**config.mk**
```make
export PLATFORM = sky130hd
export DESIGN_NAME = evcnt_unit
export DESIGN_NICKNAME = d
export VERILOG_FILES = /design/src/rtl/evc_pkg.sv /design/src/rtl/evc_bitmap.sv /design/src/rtl/evc_counter.sv /design/src/rtl/evcnt_unit.sv
export SDC_FILE = /design/constraint.sdc
export NUM_CORES = 2
export LEC_CHECK = 0
export BUFFER_PORTS_ARGS = -buffer_cell sky130_fd_sc_hd__buf_4
export CAP_MARGIN = 20
export CORE_MARGIN = 1.5
export CORE_UTILIZATION = 55
export CTS_BUF_LIST = sky130_fd_sc_hd__clkbuf_4 sky130_fd_sc_hd__clkbuf_8
export CTS_CLUSTER_DIAMETER = 150
export CTS_CLUSTER_SIZE = 20
export DETAILED_ROUTE_END_ITERATION = 8
export GPL_ROUTABILITY_DRIVEN = 0
export PLACE_DENSITY_LB_ADDON = 0.12
export RECOVER_POWER = 100
export SETUP_SLACK_MARGIN = 0.3
export SYNTH_ARGS = -nofsm -noshare
export SYNTH_HDL_FRONTEND = slang
export SYNTH_SLANG_ARGS = --single-unit
```
**constraint.sdc**
```tcl
create_clock -name clk -period 3.1 [get_ports clk]
set_input_delay 0 -clock clk [delete_from_list [all_inputs] [get_ports clk]]
set_output_delay 0 -clock clk [all_outputs]
set_load 0.005 [all_outputs]
```
**src/rtl/evc_pkg.sv**
```systemverilog
package evc_pkg;
  // region nibble, addr[11:8]
  localparam logic [3:0] RGN_COUNT = 4'h0;
  localparam logic [3:0] RGN_CTRL  = 4'h1;
  localparam logic [3:0] RGN_SEL   = 4'h2;
  localparam logic [3:0] RGN_SYS   = 4'h4;
  // slots inside the system region, addr[7:3]
  localparam logic [4:0] SLOT_SYSW  = 5'd0;
  localparam logic [4:0] SLOT_RUNS  = 5'd2;
  localparam logic [4:0] SLOT_RUNC  = 5'd3;
  localparam logic [4:0] SLOT_IES   = 5'd4;
  localparam logic [4:0] SLOT_IEC   = 5'd5;
  localparam logic [4:0] SLOT_OVF   = 5'd8;
  localparam int SEL_W  = 8;
  localparam int CTRL_W = 8;
endpackage

```
**src/rtl/evc_bitmap.sv**
```systemverilog
module evc_bitmap #(
  parameter int W = 8
) (
  input  logic         clk,
  input  logic         rst_n,
  input  logic [W-1:0] set_i,
  input  logic [W-1:0] clr_i,
  output logic [W-1:0] q_o
);
  logic [W-1:0] q_d;
  logic         q_ce;

  always_comb begin
    q_ce = (set_i != '0) || (clr_i != '0);
    q_d  = (q_o & ~clr_i) | set_i;
  end

  always_ff @(posedge clk or negedge rst_n) begin
    if (!rst_n)    q_o <= '0;
    else if (q_ce) q_o <= q_d;
  end

  // a set request always lands
  a_r9_set_wins: assert property (@(posedge clk) disable iff (!rst_n)
    (set_i != '0) |=> ((q_o & $past(set_i)) == $past(set_i)));
  // a clear without a competing set empties the bit
  a_r5_clear_takes: assert property (@(posedge clk) disable iff (!rst_n)
    ((clr_i & ~set_i) != '0) |=> ((q_o & $past(clr_i & ~set_i)) == '0));
  // zero request bits change nothing
  a_r5_quiet_holds: assert property (@(posedge clk) disable iff (!rst_n)
    (set_i == '0 && clr_i == '0) |=> $stable(q_o));
endmodule

```
**src/rtl/evc_counter.sv**
```systemverilog
module evc_counter
  import evc_pkg::*;
#(
  parameter int CNT_W = 64,
  parameter int EV_W  = 16
) (
  input  logic              clk,
  input  logic              rst_n,
  input  logic              sys_run_i,
  input  logic              run_i,
  input  logic              bulk_clr_i,
  input  logic [EV_W-1:0]   events_i,
  input  logic              wr_cnt_i,
  input  logic              wr_sel_i,
  input  logic              wr_ctrl_i,
  input  logic [CNT_W-1:0]  wdata_i,
  output logic [CNT_W-1:0]  cnt_o,
  output logic [SEL_W-1:0]  sel_o,
  output logic [CTRL_W-1:0] ctrl_o,
  output logic              wrap_o
);
  logic             src_hit;
  logic             step;
  logic             cnt_ce;
  logic [CNT_W-1:0] cnt_d;

  // source selection: 0 = every clock, k = events_i[k-1]
  always_comb begin
    src_hit = (sel_o == '0);
    for (int k = 0; k < EV_W; k++) begin
      if (int'(sel_o) == k + 1) src_hit = events_i[k];
    end
  end

  always_comb begin
    step   = sys_run_i && run_i && src_hit;
    cnt_ce = bulk_clr_i || wr_cnt_i || step;
    if (bulk_clr_i)    cnt_d = '0;
    else if (wr_cnt_i) cnt_d = wdata_i;
    else               cnt_d = cnt_o + 1'b1;
    wrap_o = step && !bulk_clr_i && !wr_cnt_i && (cnt_o == '1);
  end

  always_ff @(posedge clk or negedge rst_n) begin
    if (!rst_n)      cnt_o <= '0;
    else if (cnt_ce) cnt_o <= cnt_d;
  end

  always_ff @(posedge clk or negedge rst_n) begin
    if (!rst_n)        sel_o <= '0;
    else if (wr_sel_i) sel_o <= wdata_i[SEL_W-1:0];
  end

  always_ff @(posedge clk or negedge rst_n) begin
    if (!rst_n)         ctrl_o <= '0;
    else if (wr_ctrl_i) ctrl_o <= wdata_i[CTRL_W-1:0];
  end

  a_r4_idle_holds: assert property (@(posedge clk) disable iff (!rst_n)
    (!sys_run_i && !wr_cnt_i && !bulk_clr_i) |=> $stable(cnt_o));
  a_r8_wrap_to_zero: assert property (@(posedge clk) disable iff (!rst_n)
    wrap_o |=> (cnt_o == '0));
  a_r7_bulk_zero: assert property (@(posedge clk) disable iff (!rst_n)
    bulk_clr_i |=> (cnt_o == '0));
  a_r12_write_wins: assert property (@(posedge clk) disable iff (!rst_n)
    (wr_cnt_i && !bulk_clr_i) |=> (cnt_o == $past(wdata_i)));
endmodule

```
**src/rtl/evcnt_unit.sv**
```systemverilog
module evcnt_unit
  import evc_pkg::*;
#(
  parameter int NUM_CNT = 8,
  parameter int CNT_W   = 64,
  parameter int DATA_W  = 64,
  parameter int ADDR_W  = 12,
  parameter int EV_W    = 16
) (
  input  logic              clk,
  input  logic              rst_n,
  input  logic              wr_en_i,
  input  logic [ADDR_W-1:0] addr_i,
  input  logic [DATA_W-1:0] wdata_i,
  output logic [DATA_W-1:0] rdata_o,
  input  logic [EV_W-1:0]   events_i,
  output logic              irq_o
);
  localparam int IDX_W = (NUM_CNT > 1) ? $clog2(NUM_CNT) : 1;

  logic [3:0]         region;
  logic [4:0]         slot;
  logic               aligned;
  logic               in_range;
  logic [IDX_W-1:0]   idx;
  logic               sys_wr;
  logic               sys_run_q;
  logic               bulk_clr;
  logic [NUM_CNT-1:0] wmask;
  logic [NUM_CNT-1:0] run_set, run_clr, ie_set, ie_clr, ovf_clr;
  logic [NUM_CNT-1:0] run_q, ie_q, ovf_q, wrap;
  logic [NUM_CNT-1:0] wr_cnt, wr_sel, wr_ctrl;
  logic [CNT_W-1:0]   cnt_q  [NUM_CNT];
  logic [SEL_W-1:0]   sel_q  [NUM_CNT];
  logic [CTRL_W-1:0]  ctrl_q [NUM_CNT];

  // address decode
  always_comb begin
    region   = addr_i[11:8];
    slot     = addr_i[7:3];
    aligned  = (addr_i[2:0] == 3'b000);
    in_range = int'(slot) < NUM_CNT;
    idx      = slot[IDX_W-1:0];
    wmask    = wdata_i[NUM_CNT-1:0];
    sys_wr   = wr_en_i && aligned && (region == RGN_SYS);
    bulk_clr = sys_wr && (slot == SLOT_SYSW) && wdata_i[1];
    run_set  = (sys_wr && slot == SLOT_RUNS) ? wmask : '0;
    run_clr  = (sys_wr && slot == SLOT_RUNC) ? wmask : '0;
    ie_set   = (sys_wr && slot == SLOT_IES)  ? wmask : '0;
    ie_clr   = (sys_wr && slot == SLOT_IEC)  ? wmask : '0;
    ovf_clr  = (sys_wr && slot == SLOT_OVF)  ? wmask : '0;
  end

  // system run bit
  always_ff @(posedge clk or negedge rst_n) begin
    if (!rst_n)                            sys_run_q <= 1'b0;
    else if (sys_wr && slot == SLOT_SYSW) sys_run_q <= wdata_i[0];
  end

  for (genvar n = 0; n < NUM_CNT; n++) begin : g_cnt
    always_comb begin
      wr_cnt[n]  = wr_en_i && aligned && (int'(slot) == n) && (region == RGN_COUNT);
      wr_sel[n]  = wr_en_i && aligned && (int'(slot) == n) && (region == RGN_SEL);
      wr_ctrl[n] = wr_en_i && aligned && (int'(slot) == n) && (region == RGN_CTRL);
    end

    evc_counter #(.CNT_W(CNT_W), .EV_W(EV_W)) u_cnt (
      .clk        (clk),
      .rst_n      (rst_n),
      .sys_run_i  (sys_run_q),
      .run_i      (run_q[n]),
      .bulk_clr_i (bulk_clr),
      .events_i   (events_i),
      .wr_cnt_i   (wr_cnt[n]),
      .wr_sel_i   (wr_sel[n]),
      .wr_ctrl_i  (wr_ctrl[n]),
      .wdata_i    (wdata_i[CNT_W-1:0]),
      .cnt_o      (cnt_q[n]),
      .sel_o      (sel_q[n]),
      .ctrl_o     (ctrl_q[n]),
      .wrap_o     (wrap[n])
    );
  end

  evc_bitmap #(.W(NUM_CNT)) u_run (
    .clk(clk), .rst_n(rst_n), .set_i(run_set), .clr_i(run_clr), .q_o(run_q));
  evc_bitmap #(.W(NUM_CNT)) u_ie (
    .clk(clk), .rst_n(rst_n), .set_i(ie_set), .clr_i(ie_clr), .q_o(ie_q));
  evc_bitmap #(.W(NUM_CNT)) u_ovf (
    .clk(clk), .rst_n(rst_n), .set_i(wrap), .clr_i(ovf_clr), .q_o(ovf_q));

  assign irq_o = |(ovf_q & ie_q);

  // read mux
  always_comb begin
    rdata_o = '0;
    if (aligned) begin
      unique case (region)
        RGN_COUNT: if (in_range) rdata_o[CNT_W-1:0]  = cnt_q[idx];
        RGN_CTRL:  if (in_range) rdata_o[CTRL_W-1:0] = ctrl_q[idx];
        RGN_SEL:   if (in_range) rdata_o[SEL_W-1:0]  = sel_q[idx];
        RGN_SYS: begin
          unique case (slot)
            SLOT_SYSW:           rdata_o[0]           = sys_run_q;
            SLOT_RUNS, SLOT_RUNC: rdata_o[NUM_CNT-1:0] = run_q;
            SLOT_IES, SLOT_IEC:   rdata_o[NUM_CNT-1:0] = ie_q;
            SLOT_OVF:            rdata_o[NUM_CNT-1:0] = ovf_q;
            default:             rdata_o = '0;
          endcase
        end
        default: rdata_o = '0;
      endcase
    end
  end

  // a rollover is visible in the overflow bitmap one edge later
  a_r8_wrap_flags: assert property (@(posedge clk) disable iff (!rst_n)
    (wrap != '0) |=> ((ovf_q & $past(wrap)) == $past(wrap)));
  // with the system run bit low no counter rolls over
  a_r4_no_wrap_idle: assert property (@(posedge clk) disable iff (!rst_n)
    !sys_run_q |-> (wrap == '0));
endmodule

```
# After elaboration in Yosys (flattened, before gate mapping)
# Cells that the tools add are included.
# op_classes
addsub	8
mul	0
div	0
order_cmp	2
eq_ne	151
n_shift	0
mux	166
n_bitwise	11
reduce_logical	130
# ops
op	count
64-bit two-way mux	20
64-bit by 1-bit adder with 64-bit output (second input constant)	8
64-bit == test (second input constant)	8
8-bit by 5-bit == test with 1-bit output (second input constant)	64
8-bit by 4-bit == test with 1-bit output (second input constant)	32
64-bit binary-select mux with 3-bit select	1
8-bit by 3-bit == test with 1-bit output (second input constant)	16
1-bit two-way mux	128
8-bit two-way mux	11
1-bit logical AND	81
8-bit by 2-bit == test with 1-bit output (second input constant)	8
8-bit by 6-bit == test with 1-bit output (second input constant)	8
8-bit zero test	8
56-bit two-way mux	1
8-bit binary-select mux with 3-bit select	2
8-bit nonzero test	6
8-bit AND	4
8-bit one-hot mux with 4 select lines	1
5-bit by 4-bit == test with 1-bit output (second input constant)	5
8-bit inverter	3
8-bit bitwise OR	3
7-bit one-hot mux with 3 select lines	1
5-bit by 3-bit == test with 1-bit output (second input constant)	4
1-bit logical OR	19
14 further kinds	26
# word_totals
reg_bits	665
latchBits	0
ramBits	0
rom_bits	0
n_memories	0

# Logic depth before layout (Yosys ltp)
# logic_depth
word_depth	23
depth_mapped	11

# Hierarchy
# Synthesis repeated with hierarchy kept, for this count alone.
# hier_totals
cells_unflattened	5150
hier_area_um2	47483.0
# by_module_without_submodules
module	n_inst	cells_each	area_each_um2
evc_counter (g_cnt[0].u_cnt ...)	7	558	5082.4
evcnt_unit	1	611	5967.0
evc_counter (g_cnt[2].u_cnt)	1	561	5068.6
evc_bitmap	3	24	290.3

# Worst setup path before layout
# Ideal clock, no wire load.
# synth_path
path_kind	register to register
startpoint	register g_cnt[2].u_cnt.sel_o[0]
endpoint	register g_cnt[2].u_cnt.cnt_o[14]
setup_ns	0.120
t_arrival_ns	2.511
required_ns	2.980
setup_slack_ns	0.469
stages_incl_launch_ff	10
n_path_buf	2
cell_sequence	dfrtp_1 > clkbuf_1 > mux2_1 > a32o_1 > a221o_1 > and3_1 > clkbuf_1 > and3_1 > or3_1 > o211a_1
# synth_between
elab_chain_len	19
word_cells_on_any_way	35
classes_between	eq/ne (16); mux (16); reduce/logical (3)
# synth_rtl
item	line_no	rtl
from (decl)	evc_counter.sv:18	output logic [SEL_W-1:0] sel_o,
from (signal assigned)	evc_counter.sv:51	else if (wr_sel_i) sel_o <= wdata_i[SEL_W-1:0];
8-bit by 2-bit == test with 1-bit output or 8-bit zero test (tied branches)	evc_counter.sv:31, evc_counter.sv:29	
1-bit two-way mux (15 in a row)	evc_counter.sv:31	if (int'(sel_o) == k + 1) src_hit = events_i[k];
1-bit two-way mux (*)	evc_counter.sv:31	
1-bit logical AND (*)	evc_counter.sv:36	step = sys_run_i && run_i && src_hit;
1-bit logical OR (*)	evc_counter.sv:37	cnt_ce = bulk_clr_i || wr_cnt_i || step;
to (signal assigned)	evc_counter.sv:46	else if (cnt_ce) cnt_o <= cnt_d;
to (decl)	evc_counter.sv:17	output logic [CNT_W-1:0] cnt_o,
# Mark *: on every way between the ends. The rest lies on a longest branch, timed or not.
# A chain may end at the register's enable or synchronous reset.

# Final worst setup path
# layout_path
startpoint	register g_cnt[7].u_cnt.sel_o[0]
endpoint	register g_cnt[7].u_cnt.cnt_o[8]
# layout_between
elab_chain_len	19
word_cells_on_any_way	35
classes_between	eq/ne (16); mux (16); reduce/logical (3)
# layout_rtl
item	line_no
from (decl)	evc_counter.sv:18
from (signal assigned)	evc_counter.sv:51
8-bit by 2-bit == test with 1-bit output or 8-bit zero test (tied branches)	evc_counter.sv:31, evc_counter.sv:29
1-bit two-way mux (15 in a row)	evc_counter.sv:31
1-bit two-way mux (*)	evc_counter.sv:31
1-bit logical AND (*)	evc_counter.sv:36
1-bit logical OR (*)	evc_counter.sv:37
to (signal assigned)	evc_counter.sv:46
to (decl)	evc_counter.sv:17
# Marks and branches as above.

==> out/qor.yml <==
synth_area_um2: 43310
avgSynthCellArea_um2: 9.275
r2r_slack_ns: 0.16
antenna_found_initial: 8
die_y_um: 283.6
power_frac_clock_pct: 29.3
cp_max_fo: 9
clock_sinks: 665
core-area_um2: 77720
drtPass1Iterations: 8
p_int_mw: 10.39
hold_violations: 0
wl_per_cell_um: 29.18
initial_utilization_pct: 55.72
drc_errors: 0
vias: 41793
wl_mm: 174.7
ff2ff_path_depth: 11
worstMarginPinSlew_ns: 2.716
p_leak_nw: 20.05
violations: "max-capacitance violations, max-slew violations"
synth_nets: 4772
drtIter0Drc: 5953
utilization_pct: 63.16
via_per_inst: 6.981
hpwlAfterDp_mm: 122.1
hold_depth: 5
drive_above_1_share_pct: 19.00
crit_end: "g_cnt[7].u_cnt.cnt_o[8]"
power_mw: 14.40
fillers: 6582
layout.nets: 5042
worstPathRequired_ns: 3.72
skew_ns: 0.04887
critPathArrivalTime_ns: 3.56
track_usage_pct: 42.18
status: "complete, but fails checks"
ys.flop_type: "dfrtp_1"
h-tree-depth: 2
slew_headroom_pct: -81.09
final.min_clock_period_ns: 2.940
clock_latency_ns: 0.72
switchingPower_mw: 4.010
startpoint: "g_cnt[7].u_cnt.sel_o[0]"
final_common_cell: "dfrtp_1"
timing.fmax_ghz: 0.3401
powerDensity_nw_per_um2: 293.3
syn_to_final_growth_pct: 13.36
final_antenna_net_count: 0
ys_ff_latch: 665
grt_max_degree: 136
yosys_warnings: 0
cp_slowest_stage_delay_ns: 0.62
r2r-end: "g_cnt[7].u_cnt.cnt_o[8]"
async_reset_ff_share_pct: 100.0
row_count: 102
ys_seq_area_share_pct: 38.43
die_x_um: 283.6
pin_count: 160
power_frac_seq_pct: 61.5
cts_buffers: 39
cap_violations: 1
cts_tree: "done"
cts_root_buf: "clkbuf_8"
crit_path_end_kind: "register"
period_share_pct: 94.84
synth_edf_count: 0
drv_slew: 12
rsz0062_at_grt: "true"
final_cell_mix: "dfrtp_1 (640), o21ai_0 (491), a21oi_1 (430)"
path_cells: "buf_4, nor4_1, nand2_1, a21oi_2, a41oi_1, buf_6, nor2_2, buf_4, nand3_1, xor2_1, a211oi_1"
synth.distinct_cells: 98
first_global_vias: 38664
start_kind: "register"
crit_path_frequent_cell: "buf_4"
critical_path.slowest_cell: "nor2_2"
hp-class: "input pin to register"
crit_type: "register to register"
r2r_start: "g_cnt[7].u_cnt.sel_o[0]"
synth_cells: 4669
switching_share_pct: 27.85
cts_buffer_depth: 3
design.die.area_um2: 80430
overflow: 0
io_buffers: 159
finalSetupViolCount: 0
grt_pass1_wl_mm: 255.7
clk_pin_slew_ns: 0.13
p_comb_share_pct: 9.2
vdd_drop_max_v: 0.0003628
-- area by class of cell --
class / count / area, µm² / area share (%)
clock buffer: 39 / 536.8 / 1.093
multi-input combinational: 3583 / 25420 / 51.77
sequential: 665 / 16670 / 33.96
clock inverter: 4 / 38.79 / 0.07901
antenna: 6 / 15.01 / 0.03058
inverter: 74 / 277.8 / 0.5658
timing repair buffer: 576 / 4833 / 9.846
tap: 1040 / 1301 / 2.651
-- synth_stat cells (9+ instances only) --
master | n | share of area [%]
or3_1 | 27 | 0.39
o21ai_0 | 475 | 5.5
a31oi_1 | 18 | 0.26
or4_1 | 10 | 0.17
nand2b_1 | 18 | 0.26
nor2b_1 | 17 | 0.25
nand3b_1 | 9 | 0.16
or2_2 | 12 | 0.17
nor3_1 | 157 | 1.8
a22o_1 | 26 | 0.53
mux2_2 | 134 | 3.5
and2_1 | 35 | 0.51
nand3_1 | 208 | 2.4
xnor2_1 | 210 | 4.2
xor2_1 | 173 | 3.5
o21a_1 | 13 | 0.23
dfrtp_1 | 665 | 38
and3_1 | 113 | 1.6
clkbuf_1 | 261 | 2.3
o211ai_1 | 23 | 0.40
mux2i_1 | 101 | 2.3
o21ai_1 | 32 | 0.37
a22oi_1 | 17 | 0.29
nor4_1 | 62 | 0.90
inv_1 | 74 | 0.64
and4_1 | 41 | 0.83
a21oi_1 | 431 | 5.0
nor2_1 | 316 | 2.7
nor4b_1 | 10 | 0.20
a311oi_1 | 25 | 0.51
a211oi_1 | 52 | 0.90
o22ai_1 | 14 | 0.20
nand2_1 | 317 | 2.7
buf_1 | 40 | 0.35
mux4_2 | 167 | 8.7
nor3_2 | 10 | 0.23
buf_2 | 43 | 0.50
nand4_1 | 142 | 2.1
-- logic make-up after synthesis --
logic type | Yosys count | synth area share, %
buffers and inverters | 421 | 3.802
AOI/OAI and AO/OA | 1231 | 16.52
xor gates and xnor gates | 383 | 7.746
muxes | 403 | 14.53
adders and majority gates | 8 | 0.2311
DFF | 665 | 38.43
and+or+nand+nor | 1558 | 18.75
-- registers in the layout, indices dropped and copies added (netlist names) --
register and cells:
g_cnt.u_cnt.cnt_o 512, g_cnt.u_cnt.ctrl_o 64, g_cnt.u_cnt.sel_o 64, sys_run_q 1
u_ie.q_o 8, u_ovf.q_o 8, u_run.q_o 8
-- critical path: cells and delay by family, from the launching register on --
family	cells	cell delay [ns]
compound gates	3	0.46
flops	1	0.48
xor+xnor	1	0.15
simple gates	4	1.06
buf+inv	3	0.68
-- per-layer routing --
metal / wire, µm / track usage (%) / share of wire (%) / vias up
li1: - / - / - / 17811
met1: 66390 / 58.68 / 38 / 20425
met2: 72860 / 59.63 / 42 / 2964
met3: 24960 / 12.48 / 14 / 585
met4: 10330 / 21.55 / 5.9 / 8
met5: 160 / 0 / 0.092 / -
-- worst min-delay path by stage --
stage          startpoint                  endpoint  slack [ns]
3_5_place_dp        rst_n   g_cnt[3].u_cnt.sel_o[0]        0.09
3_3_place_gp        rst_n   g_cnt[3].u_cnt.sel_o[1]         0.1
5_1_grt         addr_i[4]  g_cnt[2].u_cnt.cnt_o[33]        0.09
6_report        addr_i[4]              u_run.q_o[7]        0.08
2_1_floorplan       rst_n   g_cnt[0].u_cnt.cnt_o[0]       -0.30
4_1_cts         addr_i[4]  g_cnt[2].u_cnt.cnt_o[33]      0.0004
-- metrics by stage --
step / setup TNS (ns) / area, µm² / hold slack, ns / setup WS, ns / std cells
3_5_place_dp: -0.2357 / 46960 / 0.09068 / -0.05992 / 5790
3_3_place_gp: 0 / 46960 / 0.09520 / 0.07508 / 5790
2_1_floorplan: 0 / 43310 / -0.2956 / 0.4688 / 4669
5_1_grt: 0 / 49080 / 0.08502 / 0.08470 / 5984
4_1_cts: 0 / 48540 / 0.0004037 / 0.2977 / 5918
6_report: 0 / 49090 / 0.08099 / 0.1599 / 5987
-- power by group through the flow --
| stage | sequential [mW] | clock, mW | combinational [mW] |
|---|---|---|---|
| final | 8.85 | 4.22 | 1.33 |
| after global routing | 8.86 | 4.49 | 1.38 |
| after CTS | 8.84 | 4.22 | 1.28 |
| after detailed placement | 9.01 | 0 | 1.20 |
| after global placement | 9.01 | 0 | 1.19 |
| after floorplan | 8.98 | 0 | 0.513 |
-- repair_timing --
| item | in CTS | in global routing |
|---|---|---|
| cloned | 0 | 4 |
| pin swaps | 4 | 24 |
| hold buffers | 78 | 0 |
| endpoints found under the hold margin | 1241 | 0 |
| buffers inserted | 7 | 59 |
| gates resized for setup | 35 | 115 |
| endpoints found under the setup margin | 187 | 303 |
Note: power is estimated with default switching activity, not from simulation.
